[src/rtl/led_pkg.sv]
`timescale 1ns/1ps
package led_pkg;
  typedef enum logic [1:0] {ST_IDLE, ST_RUN, ST_GUARD} seq_state_e;
endpackage

[src/rtl/led_slot_timer.sv]
`timescale 1ns/1ps
module led_slot_timer #(
  parameter int SLOT_CYC = 60,
  parameter int T_DATA   = 12,
  parameter int T_LOW    = 31,
  localparam int CNT_W   = $clog2(SLOT_CYC)
) (
  input  logic             clk_i,
  input  logic             rst_ni,
  input  logic             run_i,
  output logic [CNT_W-1:0] cnt_o,
  output logic             slot_start_o,
  output logic             ph_data_o,
  output logic             ph_low_o,
  output logic             slot_end_o
);
  logic [CNT_W-1:0] cnt_q;

  always_ff @(posedge clk_i or negedge rst_ni) begin
    if (!rst_ni)                              cnt_q <= '0;
    else if (!run_i)                          cnt_q <= '0;
    else if (cnt_q == CNT_W'(SLOT_CYC - 1))   cnt_q <= '0;
    else                                      cnt_q <= cnt_q + 1'b1;
  end

  assign cnt_o        = cnt_q;
  assign slot_start_o = run_i && cnt_q == '0;
  assign ph_data_o    = run_i && cnt_q == CNT_W'(T_DATA);
  assign ph_low_o     = run_i && cnt_q == CNT_W'(T_LOW);
  assign slot_end_o   = run_i && cnt_q == CNT_W'(SLOT_CYC - 1);

  assert_slot_wrap_R2: assert property (@(posedge clk_i) disable iff (!rst_ni)
    (run_i && cnt_q == CNT_W'(SLOT_CYC - 1)) |=> cnt_q == '0);
endmodule

[src/rtl/led_frame_seq.sv]
`timescale 1ns/1ps
module led_frame_seq import led_pkg::*; #(
  parameter int LED_W        = 8,
  parameter int BITS_PER_LED = 24,
  parameter int LEAD_SLOTS   = 2,
  parameter int TRAIL_SLOTS  = 1,
  parameter int GUARD_CYC    = 2640,
  localparam int MAX_SLOTS   = LEAD_SLOTS + BITS_PER_LED * ((1 << LED_W) - 1) + TRAIL_SLOTS,
  localparam int IDX_W       = $clog2(MAX_SLOTS + 1),
  localparam int GRD_W       = $clog2(GUARD_CYC)
) (
  input  logic             clk_i,
  input  logic             rst_ni,
  input  logic             start_i,
  input  logic [LED_W-1:0] num_leds_i,
  input  logic             slot_start_i,
  input  logic             slot_end_i,
  output seq_state_e       state_o,
  output logic             go_o,
  output logic             run_o,
  output logic             data_slot_o,
  output logic             word_req_o,
  output logic             done_o
);
  seq_state_e       state_q;
  logic [IDX_W-1:0] idx_q, data_end_q, last_q, span;
  logic [GRD_W-1:0] grd_q;
  logic             done_q;

  assign span        = IDX_W'(LEAD_SLOTS) + IDX_W'(BITS_PER_LED) * IDX_W'(num_leds_i);
  assign go_o        = start_i && state_q == ST_IDLE;
  assign run_o       = state_q == ST_RUN;
  assign data_slot_o = run_o && idx_q >= IDX_W'(LEAD_SLOTS) && idx_q < data_end_q;
  assign word_req_o  = data_slot_o && slot_start_i;
  assign state_o     = state_q;
  assign done_o      = done_q;

  always_ff @(posedge clk_i or negedge rst_ni) begin
    if (!rst_ni) begin
      state_q    <= ST_IDLE;
      idx_q      <= '0;
      data_end_q <= '0;
      last_q     <= '0;
      grd_q      <= '0;
      done_q     <= 1'b0;
    end else begin
      unique case (state_q)
        ST_IDLE: if (start_i) begin
          state_q    <= ST_RUN;
          idx_q      <= '0;
          data_end_q <= span;
          last_q     <= span + IDX_W'(TRAIL_SLOTS) - 1'b1;
          done_q     <= 1'b0;
        end
        ST_RUN: if (slot_end_i) begin
          if (idx_q == last_q) begin
            state_q <= ST_GUARD;
            grd_q   <= '0;
          end else begin
            idx_q <= idx_q + 1'b1;
          end
        end
        ST_GUARD: begin
          if (grd_q == GRD_W'(GUARD_CYC - 1)) begin
            state_q <= ST_IDLE;
            done_q  <= 1'b1;
          end else begin
            grd_q <= grd_q + 1'b1;
          end
        end
        default: state_q <= ST_IDLE;
      endcase
    end
  end

  // busy start must not disturb the slot sequence
  assert_busy_start_R7: assert property (@(posedge clk_i) disable iff (!rst_ni)
    (state_q == ST_RUN && start_i && !slot_end_i) |=> (state_q == ST_RUN && idx_q == $past(idx_q)));
  assert_done_from_guard_R6: assert property (@(posedge clk_i) disable iff (!rst_ni)
    $rose(done_q) |-> $past(state_q) == ST_GUARD);
  assert_done_clear_R8: assert property (@(posedge clk_i) disable iff (!rst_ni)
    (start_i && state_q == ST_IDLE) |=> !done_q);
endmodule

[src/rtl/led_lane_drive.sv]
`timescale 1ns/1ps
module led_lane_drive #(
  parameter int N_LANES = 16
) (
  input  logic               clk_i,
  input  logic               rst_ni,
  input  logic               go_i,
  input  logic [N_LANES-1:0] lane_en_i,
  input  logic [N_LANES-1:0] word_i,
  input  logic               word_vld_i,
  input  logic               data_slot_i,
  input  logic               slot_start_i,
  input  logic               ph_data_i,
  input  logic               ph_low_i,
  output logic [N_LANES-1:0] en_o,
  output logic [N_LANES-1:0] lane_o
);
  logic [N_LANES-1:0] en_q, data_q, lane_q;

  always_ff @(posedge clk_i or negedge rst_ni) begin
    if (!rst_ni)   en_q <= '0;
    else if (go_i) en_q <= lane_en_i;
  end

  // a late word reads as all zeros
  always_ff @(posedge clk_i or negedge rst_ni) begin
    if (!rst_ni)           data_q <= '0;
    else if (word_vld_i)   data_q <= word_i;
    else if (slot_start_i) data_q <= '0;
  end

  always_ff @(posedge clk_i or negedge rst_ni) begin
    if (!rst_ni)                         lane_q <= '0;
    else if (slot_start_i && data_slot_i) lane_q <= en_q;
    else if (ph_data_i && data_slot_i)    lane_q <= data_q & en_q;
    else if (ph_low_i)                    lane_q <= '0;
  end

  assign lane_o = lane_q;
  assign en_o   = en_q;

  assert_mask_low_R4: assert property (@(posedge clk_i) disable iff (!rst_ni)
    (lane_q & ~en_q) == '0);
  assert_tail_low_R2: assert property (@(posedge clk_i) disable iff (!rst_ni)
    ph_low_i |=> lane_q == '0);
endmodule

[src/rtl/led_lane_gen.sv]
`timescale 1ns/1ps
module led_lane_gen import led_pkg::*; #(
  parameter int N_LANES      = 16,
  parameter int LED_W        = 8,
  parameter int SLOT_CYC     = 60,
  parameter int T_DATA       = 12,
  parameter int T_LOW        = 31,
  parameter int BITS_PER_LED = 24,
  parameter int LEAD_SLOTS   = 2,
  parameter int TRAIL_SLOTS  = 1,
  parameter int GUARD_CYC    = 2640,
  localparam int CNT_W       = $clog2(SLOT_CYC)
) (
  input  logic               clk_i,
  input  logic               rst_ni,
  input  logic               start_i,
  input  logic [LED_W-1:0]   num_leds_i,
  input  logic [N_LANES-1:0] lane_en_i,
  output logic               word_req_o,
  input  logic [N_LANES-1:0] word_i,
  input  logic               word_vld_i,
  output logic [N_LANES-1:0] lane_o,
  output logic               done_o
);
  seq_state_e         state;
  logic               go, run, data_slot, slot_start, slot_end, ph_data, ph_low;
  logic [CNT_W-1:0]   cnt;
  logic [N_LANES-1:0] en;

  led_slot_timer #(
    .SLOT_CYC(SLOT_CYC), .T_DATA(T_DATA), .T_LOW(T_LOW)
  ) i_timer (
    .clk_i, .rst_ni, .run_i(run), .cnt_o(cnt), .slot_start_o(slot_start),
    .ph_data_o(ph_data), .ph_low_o(ph_low), .slot_end_o(slot_end)
  );

  led_frame_seq #(
    .LED_W(LED_W), .BITS_PER_LED(BITS_PER_LED), .LEAD_SLOTS(LEAD_SLOTS),
    .TRAIL_SLOTS(TRAIL_SLOTS), .GUARD_CYC(GUARD_CYC)
  ) i_seq (
    .clk_i, .rst_ni, .start_i, .num_leds_i, .slot_start_i(slot_start),
    .slot_end_i(slot_end), .state_o(state), .go_o(go), .run_o(run),
    .data_slot_o(data_slot), .word_req_o, .done_o
  );

  led_lane_drive #(.N_LANES(N_LANES)) i_drive (
    .clk_i, .rst_ni, .go_i(go), .lane_en_i, .word_i, .word_vld_i,
    .data_slot_i(data_slot), .slot_start_i(slot_start), .ph_data_i(ph_data),
    .ph_low_i(ph_low), .en_o(en), .lane_o
  );

  assert_guard_low_R6: assert property (@(posedge clk_i) disable iff (!rst_ni)
    state == ST_GUARD |-> lane_o == '0);
  assert_req_early_R9: assert property (@(posedge clk_i) disable iff (!rst_ni)
    word_req_o |-> (cnt < CNT_W'(T_DATA - 1) && state == ST_RUN));
  assert_req_pulse_R9: assert property (@(posedge clk_i) disable iff (!rst_ni)
    word_req_o |=> !word_req_o);
  assert_idle_low_R1: assert property (@(posedge clk_i) disable iff (!rst_ni)
    state == ST_IDLE |-> (lane_o == '0 && !word_req_o));
endmodule

[config.mk]
export PLATFORM = sky130hd
export DESIGN_NAME = led_lane_gen
export DESIGN_NICKNAME = d
export VERILOG_FILES = /design/src/rtl/led_pkg.sv /design/src/rtl/led_slot_timer.sv /design/src/rtl/led_frame_seq.sv /design/src/rtl/led_lane_drive.sv /design/src/rtl/led_lane_gen.sv
export SDC_FILE = /design/constraint.sdc
export NUM_CORES = 1
export LEC_CHECK = 0
export BUFFER_PORTS_ARGS = -buffer_cell sky130_fd_sc_hd__buf_4
export CORE_MARGIN = 2
export CORE_UTILIZATION = 55
export DETAILED_ROUTE_END_ITERATION = 8
export HOLD_SLACK_MARGIN = 0.03
export PLACE_DENSITY = 0.77
export REMOVE_ABC_BUFFERS = 1
export SLEW_MARGIN = 30
export SYNTH_ARGS = -nofsm -noshare
export SYNTH_HDL_FRONTEND = slang
export SYNTH_SLANG_ARGS = --single-unit
[constraint.sdc]
create_clock -name clk_i -period 2.95 [get_ports clk_i]
set_input_delay 0.4425 -clock clk_i [delete_from_list [all_inputs] [get_ports clk_i]]
set_output_delay 0.4425 -clock clk_i [all_outputs]
set_load 0.03 [all_outputs]
==> flow_metrics.tcl <==
set metrics [dict create \
    avg_synthesized_cell_area_sq_um 9.30 \
    crit_required_ns 2.51 \
    r2r_path_start "i_seq.idx_q[4]" \
    cts_tree "built" \
    worstMarginPinSlew_ns 0.880 \
    run_status "finished, final reports clean" \
    worst_setup_path_start_kind "flip-flop" \
    path_cells "nand2b_4, or3_1, or2_2, nor2_1, buf_4" \
    final-hold-violation-count 0 \
    antennaDiodeCount 0 \
    cellPowerDensity_nw_per_um2 411 \
    timing.rr.end "i_seq.idx_q[7]" \
    synth_top_area_share_pct 49.6 \
    crit_type "reg -> out" \
    grt_start_max_net_pins 51 \
    fillers 668 \
    fin_crit_ns 2.64 \
    cts_made_buffers 9 \
    number_of_clock_sinks 93 \
    power_w 0.00223 \
    core_footprint_sq_um 8260 \
    r2r_cells 7 \
    crit_path_max_fanout 17 \
    total_length_of_routed_wires_mm 9.54 \
    grt_pass1_vias 3682 \
    tightest_hold_check_type "in -> async" \
    cts.hold.buffers_added 0 \
    cts_max_level 3 \
    static-leakage-power_nw 2.75 \
    post_synthesis_cell_count 504 \
    ys_seq_elements 93 \
    io_pins 62 \
    clk_pin_slew_worst_paths_ns 0.10 \
    route.detailed.wl_per_inst_um 14.2 \
    layout.cell_area.non_filler_sq_um 5420 \
    die-width_um 96.3 \
    die-height_um 96.3 \
    postCtsSetupBuffers 0 \
    grt_first_pass_wirelength_mm 16.2 \
    synth_area_leaders "sky130_fd_sc_hd__dfrtp_1 50%, sky130_fd_sc_hd__nand2_1 10%, sky130_fd_sc_hd__ha_1 6.4%" \
    critPathBufInv 1 \
    area.growth.synth_to_final_pct 15.5 \
    vias 3650 \
    core.rowCount 33 \
    sequential_area_share_after_synthesis_pct 49.6 \
    grt_antenna_before_repair 0 \
    worst_supply_voltage_drop_on_vdd_mv 0.215 \
    grt_setup_unrepaired "false" \
    later_pin_clock_latency_in_the_skew_report_ns 0.37 \
    clock_skew_ns 0.0150 \
    grt-ovfl-total 0 \
    post-route-drc-count 0 \
    cts.path.max_buffers 2 \
    postRouteAntennaNets 0 \
    gp_congestion 0.847 \
    crit_arrival_ns 2.20 \
    io_buffers 61 \
    path_delay_family "simple AND/OR/NAND/NOR gates" \
    initial_core_util_pct 56.8 \
    fmaxAchievable_mhz 378 \
    rrSetupSlack_ns 0.45 \
    cts.repair.resized 0 \
    cts_root_buffer "sky130_fd_sc_hd__clkbuf_8" \
    cap_violations 0 \
    synth_enable_flop_cells 0 \
    mapped_area_sq_um 4690 \
    final_core_utilization_pct 65.6 \
    relSlewSlack_pct 41.4 \
    critPathMaxStageDelay_ns 0.47 \
    average_vias_per_placed_instance 5.42 \
    synth_cell_types 47 \
    die_area_sq_um 9280 \
    critical-path-slowest-cell "sky130_fd_sc_hd__or2_2" \
    ys_dominant_reg_cell "sky130_fd_sc_hd__dfrtp_1" \
    layout-drive-gt1-share_pct 15.8 \
    yosysWarnings 0 \
    dr.first_iter.drc_count 214 \
    netlist.top_cell.by_area "sky130_fd_sc_hd__dfrtp_1" \
    dpl.hpwl_mm 6.66 \
    first_drt_pass_iteration_count 5 \
    instance_area_at_placement_sq_um 5240 \
    finalMaxSlewViolations 0 \
    globalRouteTotalUtil_pct 22.9 \
    tns_ns 0 \
    final_nets 632 \
    finalSetupViolCount 0 \
    asyncSetResetFlopFracSynth_pct 100 \
    type_of_destination_of_the_critical_path "output port" \
    worst_hold_slack_ns 0.0852 \
    final.period_utilization_pct 89.6 \
]
==> kinds of logic (layout without fill, tap and decap cells) <==
| logic type | after synthesis | in the layout | synth area share (%) |
|---|---|---|---|
| adder cells (fa/ha/maj) | 25 | 25 | 6.83 |
| flip-flops | 93 | 93 | 49.6 |
| multiplexers | 17 | 17 | 3.66 |
| AND/OR/NAND/NOR | 223 | 223 | 21.4 |
| XOR/XNOR | 26 | 26 | 4.86 |
| AO/OA/AOI/OAI | 76 | 76 | 9.55 |
| buffers and inverters | 44 | 108 | 4.11 |
==> Yosys cell counts (2+ instances only) <==
library cell               instances
sky130_fd_sc_hd__nand2_1         125
sky130_fd_sc_hd__dfrtp_1          93
sky130_fd_sc_hd__o21ai_0          50
sky130_fd_sc_hd__nor2_1           36
sky130_fd_sc_hd__ha_1             24
sky130_fd_sc_hd__inv_1            24
sky130_fd_sc_hd__mux2i_1          16
sky130_fd_sc_hd__clkbuf_1         15
sky130_fd_sc_hd__xnor2_1          15
sky130_fd_sc_hd__nand3_1          12
sky130_fd_sc_hd__xor2_1           11
sky130_fd_sc_hd__nor3_1            9
sky130_fd_sc_hd__a21oi_1           8
sky130_fd_sc_hd__nand4_1           8
sky130_fd_sc_hd__nor4_1            6
sky130_fd_sc_hd__or3_1             6
sky130_fd_sc_hd__a21o_1            4
sky130_fd_sc_hd__nor2b_1           4
sky130_fd_sc_hd__buf_6             3
sky130_fd_sc_hd__a211o_1           2
sky130_fd_sc_hd__and2_1            2
sky130_fd_sc_hd__and3_1            2
sky130_fd_sc_hd__and4_1            2
sky130_fd_sc_hd__nand2b_1          2
sky130_fd_sc_hd__o21a_1            2
sky130_fd_sc_hd__or4_4             2
==> worst max path at each step <==
stage / startpoint / endpoint / slack [ns] / cells past startpoint
after floorplan: i_seq.idx_q[4] / i_seq.grd_q[0] / 0.61 / 6
after global placement: i_seq.idx_q[4] / i_seq.idx_q[7] / 0.54 / 7
after detailed placement: i_seq.idx_q[4] / i_seq.idx_q[7] / 0.49 / 7
after CTS: i_seq.state_o[1] / word_req_o / 0.28 / 5
after global routing: i_seq.state_o[1] / word_req_o / 0.23 / 5
final: i_seq.state_o[1] / word_req_o / 0.31 / 5
==> worst reg2reg max path: cells and delay by family (launching register included) <==
| family | cells | cell delay (ns) |
|---|---|---|
| simple gates | 4 | 1.02 |
| fa+ha+maj | 1 | 0.32 |
| xor+xnor | 1 | 0.19 |
| flops | 1 | 0.46 |
| compound gates | 1 | 0.37 |
==> metal layers <==
metal  global-route usage (%)  up-vias  wire length, um
li1                         -     1801                -
met1                     29.6     1747             4370
met2                     37.8       88             4550
met3                     3.45       14              435
met4                     10.8        0              180
met5                        0        -                0
==> cell type report <==
class / count / area [sq um] / area share [%]
inverter: 24 / 90.1 / 1.66
tap: 105 / 131 / 2.43
timing repair buffer: 68 / 523 / 9.66
clock inverter: 5 / 33.8 / 0.624
multi-input combinational: 367 / 2170 / 40.1
clock buffer: 11 / 141 / 2.61
sequential: 93 / 2330 / 43.0
==> metrics by stage <==
| step | setup slack (ns) | instances |
|---|---|---|
| final | 0.306 | 673 |
| after global routing | 0.231 | 673 |
| after CTS | 0.276 | 673 |
| after detailed placement | 0.491 | 657 |
| after global placement | 0.540 | 657 |
| after floorplan | 0.608 | 484 |
==> cell usage in the layout (no fill, tap or decap), drive strengths merged, types with 2 or more instances in the layout <==
master / n
clkinv: 2
clkbuf: 11
xnor2: 15
a21oi: 8
dfrtp: 93
clkinvlp: 2
nor4: 6
o21ai: 51
mux2i: 16
and2: 2
inv: 25
a211o: 2
nor2: 36
or4: 2
nand4: 8
o21a: 2
nor2b: 4
and3: 2
nand2b: 3
buf: 68
and4: 2
ha: 24
xor2: 11
a21o: 4
nor3: 9
or3: 6
nand2: 125
nand3: 12
==> sequential cells by signal (all words and copies together) (netlist names) <==
name and cells:
i_timer.cnt_o 6, i_seq.grd_q 12, i_seq.state_o 2, i_seq.last_q 10, i_seq.done_o 1, i_seq.data_end_q 1
i_drive.data_q 16, i_drive.en_o 16, i_seq.idx_q 13, i_drive.lane_o 16
==> power by group <==
part | switching, W | internal, W | total [W] | leakage, nW
combinational | 0.0000770 | 0.0000714 | 0.000148 | 1.44
clock | 0.000445 | 0.000330 | 0.000775 | 0.0857
sequential | 0.00000970 | 0.00129 | 0.00130 | 1.23
Note: power is estimated with default switching activity, not from simulation.
